$ cat src/rtl/fdec_pkg.sv
package fdec_pkg;

    localparam logic [3:0] OP_NOP   = 4'h0;
    localparam logic [3:0] OP_HALT  = 4'h1;
    localparam logic [3:0] OP_RRMOV = 4'h2;
    localparam logic [3:0] OP_IRMOV = 4'h3;
    localparam logic [3:0] OP_RMMOV = 4'h4;
    localparam logic [3:0] OP_MRMOV = 4'h5;
    localparam logic [3:0] OP_ALU   = 4'h6;
    localparam logic [3:0] OP_JUMP  = 4'h7;
    localparam logic [3:0] OP_CALL  = 4'h8;
    localparam logic [3:0] OP_RET   = 4'h9;
    localparam logic [3:0] OP_PUSH  = 4'hA;
    localparam logic [3:0] OP_POP   = 4'hB;

    typedef struct packed {
        logic legal;
        logic has_reg;
        logic has_const;
    } fmt_t;

endpackage

$ cat src/rtl/fdec_classify.sv
module fdec_classify
    import fdec_pkg::*;
(
    input  logic [3:0] op,
    output fmt_t       fmt
);

    always_comb begin
        fmt = '0;
        unique case (op)
            OP_NOP, OP_HALT, OP_RET:       fmt = '{legal: 1'b1, has_reg: 1'b0, has_const: 1'b0};
            OP_RRMOV, OP_ALU,
            OP_PUSH, OP_POP:               fmt = '{legal: 1'b1, has_reg: 1'b1, has_const: 1'b0};
            OP_IRMOV, OP_RMMOV, OP_MRMOV:  fmt = '{legal: 1'b1, has_reg: 1'b1, has_const: 1'b1};
            OP_JUMP, OP_CALL:              fmt = '{legal: 1'b1, has_reg: 1'b0, has_const: 1'b1};
            default:                       fmt = '0;
        endcase
    end

    always_comb begin
        assert_const_needs_legal_R2: assert (fmt.legal || (!fmt.has_reg && !fmt.has_const))
            else $error("illegal opcode classified with operand bytes");
    end

endmodule

$ cat src/rtl/fdec_align.sv
module fdec_align
    import fdec_pkg::*;
#(
    parameter int PC_W    = 32,
    parameter int WORD_W  = 32,
    parameter int REG_W   = 4,
    parameter int NONE_ID = 8
) (
    input  logic [PC_W-1:0]             pc,
    input  logic [(2+WORD_W/8)*8-1:0]   window,
    input  fmt_t                        fmt,
    output logic [REG_W-1:0]            ra,
    output logic [REG_W-1:0]            rb,
    output logic [WORD_W-1:0]           valc,
    output logic [PC_W-1:0]             valp
);

    localparam int CB       = WORD_W / 8;
    localparam int LEN_W    = 4;
    localparam logic [REG_W-1:0] NONE = REG_W'(NONE_ID);

    logic [LEN_W-1:0] len;

    always_comb begin
        ra = NONE;
        rb = NONE;
        if (fmt.has_reg) begin
            ra = window[15:12];
            rb = window[11:8];
        end
    end

    for (genvar k = 0; k < CB; k++) begin : g_cbyte
        always_comb begin
            if (!fmt.has_const)
                valc[k*8 +: 8] = 8'h00;
            else if (fmt.has_reg)
                valc[k*8 +: 8] = window[(2+k)*8 +: 8];
            else
                valc[k*8 +: 8] = window[(1+k)*8 +: 8];
        end
    end

    always_comb begin
        len = LEN_W'(1);
        if (fmt.has_reg)   len = len + LEN_W'(1);
        if (fmt.has_const) len = len + LEN_W'(CB);
    end

    assign valp = pc + PC_W'(len);

    always_comb begin
        assert_len_R6: assert ((valp - pc) == PC_W'(1) || (valp - pc) == PC_W'(2) ||
                               (valp - pc) == PC_W'(1+CB) || (valp - pc) == PC_W'(2+CB))
            else $error("next-PC step out of range");
        assert_regbyte_R3: assert (fmt.has_reg || (ra == NONE && rb == NONE))
            else $error("register fields leak without register byte");
        assert_const_R5: assert (fmt.has_const || valc == '0)
            else $error("constant present without constant field");
    end

endmodule

$ cat src/rtl/fdec_ports.sv
module fdec_ports
    import fdec_pkg::*;
#(
    parameter int REG_W   = 4,
    parameter int NONE_ID = 8,
    parameter int SP_ID   = 4
) (
    input  logic [3:0]       op,
    input  logic [REG_W-1:0] ra,
    input  logic [REG_W-1:0] rb,
    output logic [REG_W-1:0] sel_a,
    output logic [REG_W-1:0] sel_b,
    output logic [REG_W-1:0] wr_e,
    output logic [REG_W-1:0] wr_m
);

    localparam logic [REG_W-1:0] NONE = REG_W'(NONE_ID);
    localparam logic [REG_W-1:0] SP   = REG_W'(SP_ID);

    always_comb begin
        sel_a = NONE;
        sel_b = NONE;
        wr_e  = NONE;
        wr_m  = NONE;
        unique case (op)
            OP_RRMOV: begin sel_a = ra;                 wr_e = rb; end
            OP_IRMOV: begin                             wr_e = rb; end
            OP_RMMOV: begin sel_a = ra; sel_b = rb;                end
            OP_MRMOV: begin             sel_b = rb;     wr_m = ra; end
            OP_ALU:   begin sel_a = ra; sel_b = rb;     wr_e = rb; end
            OP_CALL:  begin             sel_b = SP;     wr_e = SP; end
            OP_RET:   begin sel_a = SP; sel_b = SP;     wr_e = SP; end
            OP_PUSH:  begin sel_a = ra; sel_b = SP;     wr_e = SP; end
            OP_POP:   begin sel_a = SP; sel_b = SP;     wr_e = SP; wr_m = ra; end
            default:  begin end
        endcase
    end

    always_comb begin
        assert_stack_pair_R8: assert ((sel_b == SP && op != OP_ALU && op != OP_RMMOV && op != OP_MRMOV)
                                      -> (wr_e == SP))
            else $error("implicit stack read without stack update");
        assert_dstm_R10: assert ((wr_m == NONE) || op == OP_MRMOV || op == OP_POP)
            else $error("memory write-back on wrong opcode");
    end

endmodule

$ cat src/rtl/fetch_decoder.sv
module fetch_decoder
    import fdec_pkg::*;
#(
    parameter int PC_W    = 32,
    parameter int WORD_W  = 32,
    parameter int REG_W   = 4,
    parameter int NONE_ID = 8,
    parameter int SP_ID   = 4,
    localparam int WIN_W  = (2 + WORD_W/8) * 8
) (
    input  logic [PC_W-1:0]   pc,
    input  logic [WIN_W-1:0]  inst_bytes,
    output logic [3:0]        icode,
    output logic [3:0]        ifun,
    output logic [REG_W-1:0]  rA,
    output logic [REG_W-1:0]  rB,
    output logic [WORD_W-1:0] valC,
    output logic [PC_W-1:0]   valP,
    output logic              instr_valid,
    output logic [REG_W-1:0]  srcA,
    output logic [REG_W-1:0]  srcB,
    output logic [REG_W-1:0]  dstE,
    output logic [REG_W-1:0]  dstM
);

    localparam logic [REG_W-1:0] NONE = REG_W'(NONE_ID);

    fmt_t fmt;

    assign icode       = inst_bytes[7:4];
    assign ifun        = inst_bytes[3:0];
    assign instr_valid = fmt.legal;

    fdec_classify u_classify (
        .op  (icode),
        .fmt (fmt)
    );

    fdec_align #(
        .PC_W(PC_W), .WORD_W(WORD_W), .REG_W(REG_W), .NONE_ID(NONE_ID)
    ) u_align (
        .pc     (pc),
        .window (inst_bytes),
        .fmt    (fmt),
        .ra     (rA),
        .rb     (rB),
        .valc   (valC),
        .valp   (valP)
    );

    fdec_ports #(
        .REG_W(REG_W), .NONE_ID(NONE_ID), .SP_ID(SP_ID)
    ) u_ports (
        .op    (icode),
        .ra    (rA),
        .rb    (rB),
        .sel_a (srcA),
        .sel_b (srcB),
        .wr_e  (dstE),
        .wr_m  (dstM)
    );

    always_comb begin
        assert_illegal_quiet_R2: assert (instr_valid ||
            (srcA == NONE && srcB == NONE && dstE == NONE && dstM == NONE &&
             valP == pc + PC_W'(1)))
            else $error("illegal opcode selects registers");
        assert_split_R1: assert ({icode, ifun} == inst_bytes[7:0])
            else $error("opcode split mismatch");
    end

endmodule

$ cat config.mk
export PLATFORM = sky130hd
export DESIGN_NAME = fetch_decoder
export DESIGN_NICKNAME = d
export VERILOG_FILES = /design/src/rtl/fdec_pkg.sv /design/src/rtl/fdec_classify.sv /design/src/rtl/fdec_align.sv /design/src/rtl/fdec_ports.sv /design/src/rtl/fetch_decoder.sv
export SDC_FILE = /design/constraint.sdc
export NUM_CORES = 1
export LEC_CHECK = 0
export BUFFER_PORTS_ARGS = -buffer_cell sky130_fd_sc_hd__buf_4
export CELL_PAD_IN_SITES_DETAIL_PLACEMENT = 1
export CELL_PAD_IN_SITES_GLOBAL_PLACEMENT = 1
export CORE_AREA = 2 2 86 97
export DETAILED_ROUTE_END_ITERATION = 10
export DIE_AREA = 0 0 88 99
export PLACE_DENSITY = 0.91
export SLEW_MARGIN = 20
export SYNTH_ARGS = -nofsm -noshare
export SYNTH_HDL_FRONTEND = slang
export SYNTH_SLANG_ARGS = --single-unit
$ cat constraint.sdc
create_clock -name vclk -period 4.85
set_clock_uncertainty 0.2 [all_clocks]
set_input_delay 0.97 -clock vclk [all_inputs]
set_output_delay 0.97 -clock vclk [all_outputs]
set_load 0.01 [all_outputs]
==> impl_results.md <==
- Largest net degree at the start of global routing: 42
- Initial antenna violation count: 0
- Hpwl dp: 6986 um
- Crit path kind: in2out
- Row count: 34
- Detailed-route via count: 2626
- Worst Hold Depth: 0
- Critical Path End: valP[15]
- Worst Hold Class: in2out
- Die Wd: 88 um
- Full die area: 0.008712 mm^2
- Pins over their slew limit: 0
- Status: complete, no violations
- Via density: 4.863
- Finish-stage setup viols: 0
- Pre-Repair DR Iteration Count: 4
- Post-synth net total: 364
- CP Max Fanout: 9
- Startpoint Class: primary input
- Starting Density: 21.63%
- Final Hold Viols: 0
- Share of cells above drive strength 1: 44.91%
- Fin crit share: 92.00%
- First-pass GRT wire length: 12680 um
- Initial DRC count: 98
- Detailed-route wire length per cell: 15.46 um
- Antenna Diode Count: 0
- Power Density: 102.4 mW/mm^2
- IO buf count: 169
- GRT Residual Overflow: 0
- Core Footprint: 0.007700 mm^2
- Post-cts resize count: 0
- Cells after Synth: 282
- Netlist cell types: 49
- GP Congestion: 0.8132
- Max Cap Viol: 0
- Number of global-route vias before repair: 2612
- Seq cells: 0
- Hold-fix buffers at CTS: 0
- Fill cells: 1000
- Yosys Warn Count: 0
- Largest cells by area after synthesis: nand2_1 (19%), a21oi_1 (12%), xor2_1 (11%)
- Multi-input logic area: 0.001514 mm^2
- Detailed Route WL: 8351 um
- Mapped Area: 0.001665 mm^2
- Sequential Area: 0 um^2
- Crit path arrival time: 3.29 ns
- Cell taking the most area after synthesis: nand2_1
- Synth top area share: 18.71%
- Pin slew with the least headroom to its limit: 0.6268 ns
- Leak pwr: 1.449 nW
- RSZ-0062 raised after global routing: no
- Crit path launch: inst_bytes[6]
- Die Span Y: 99 um
- Avg Synthesized Cell Area: 5.905 um^2
- Most frequent cells in the layout: buf_4 (175), nand2_1 (83), a21oi_1 (40)
- Most common cell after layout, fill and taps aside: buf_4
- Relative max-transition margin: 58.06%
- Total power: 0.3052 mW
- Worst Path Required: 3.68 ns
- Fin util: 38.72%
- VDD IR max: 0.04036 mV
- Nets: 516
- I/O pin cnt: 177
- Drt drc: 0
- Setup tns final: 0 ns
- CP Capture Type: output port
- GRT Resource Usage Total: 17.53%
- Sequential-to-total area share from yosys stat: 0%
- Clock buf count: 0
- Antenna Nets Post-Route: 0
- Min Tclk post-route: 4.462 ns
- Fmax: 0.2241 GHz
- P&R area growth vs syn: 79.04%
- Setup Buffers After CTS: 0
power by group:
part	switching (mW)	total, mW	leakage [nW]	internal [mW]
Combinational	0.160	0.305	1.45	0.146
Clock	0	0	0	0
Sequential	0	0	0	0
Total	0.160	0.305	1.45	0.146
worst max-delay path: stages:
cell and delay [ns]:
buf_4 0.14, inv_2 0.09, nand2_1 0.16, o32a_1 0.18, inv_1 0.05, ha_1 0.21, or3b_2 0.47, nor2_1 0.50
nor4_1 0.17, xor2_1 0.18, buf_4 0.16
cell usage after synthesis (2+ instances only):
| master | instances |
|---|---|
| a2111oi_2 | 2 |
| a211o_1 | 2 |
| a211oi_1 | 3 |
| a21oi_1 | 40 |
| and2_1 | 14 |
| and2_2 | 2 |
| and4_2 | 3 |
| and4b_1 | 2 |
| buf_4 | 8 |
| clkbuf_1 | 14 |
| ha_1 | 2 |
| inv_1 | 4 |
| nand2_1 | 83 |
| nand3_1 | 8 |
| nand4_1 | 4 |
| nor2_1 | 12 |
| nor3_1 | 6 |
| nor4_1 | 5 |
| nor4_2 | 2 |
| o2111ai_1 | 4 |
| o211ai_1 | 2 |
| o211ai_2 | 2 |
| or3_1 | 3 |
| xnor2_1 | 11 |
| xor2_1 | 20 |
layer usage:
metal,vias up,share of wire [%],GRT usage (%)
met2,111,52,33.92
met1,1218,37,19.09
met4,0,3.1,5.089
met5,-,0,0
li1,1275,-,-
met3,22,7.9,2.596
worst min path at each step:
| stage | startpoint | end | slack (ns) |
|---|---|---|---|
| 6_report | inst_bytes[1] | ifun[1] | 1.74 |
| 5_1_grt | inst_bytes[1] | ifun[1] | 1.74 |
| 4_1_cts | inst_bytes[2] | ifun[2] | 1.74 |
| 3_5_place_dp | inst_bytes[2] | ifun[2] | 1.74 |
| 3_3_place_gp | inst_bytes[2] | ifun[2] | 1.74 |
| 2_1_floorplan | pc[11] | valP[11] | 1.82 |
logic make-up (layout without fill, tap and decap cells):
family	Yosys count	count (layout)	share of synthesized area, %
compound gates	66	66	27.35
xor+xnor	31	31	16.30
fa+ha+maj	2	2	1.502
buf+inv	30	180	9.316
mux	1	1	0.6011
simple gates	152	152	44.93
stage by stage:
| stage | hold WS, ns | std cells | cell area [um^2] | setup slack (ns) |
|---|---|---|---|---|
| after floorplan | 1.820 | 282 | 1665 | 0.1995 |
| after global placement | 1.740 | 540 | 2982 | 0.5000 |
| after detailed placement | 1.740 | 540 | 2982 | 0.4278 |
| after CTS | 1.740 | 540 | 2982 | 0.4245 |
| after global routing | 1.740 | 540 | 2982 | 0.1823 |
| final | 1.740 | 540 | 2982 | 0.3879 |
final cells by class:
cell class                      count  area share, %
Multi-Input combinational cell    252          50.78
Inverter                            5         0.6295
Tap cell                          108          4.532
Timing Repair Buffer              175          44.06
Note: power is estimated with default switching activity, not from simulation.
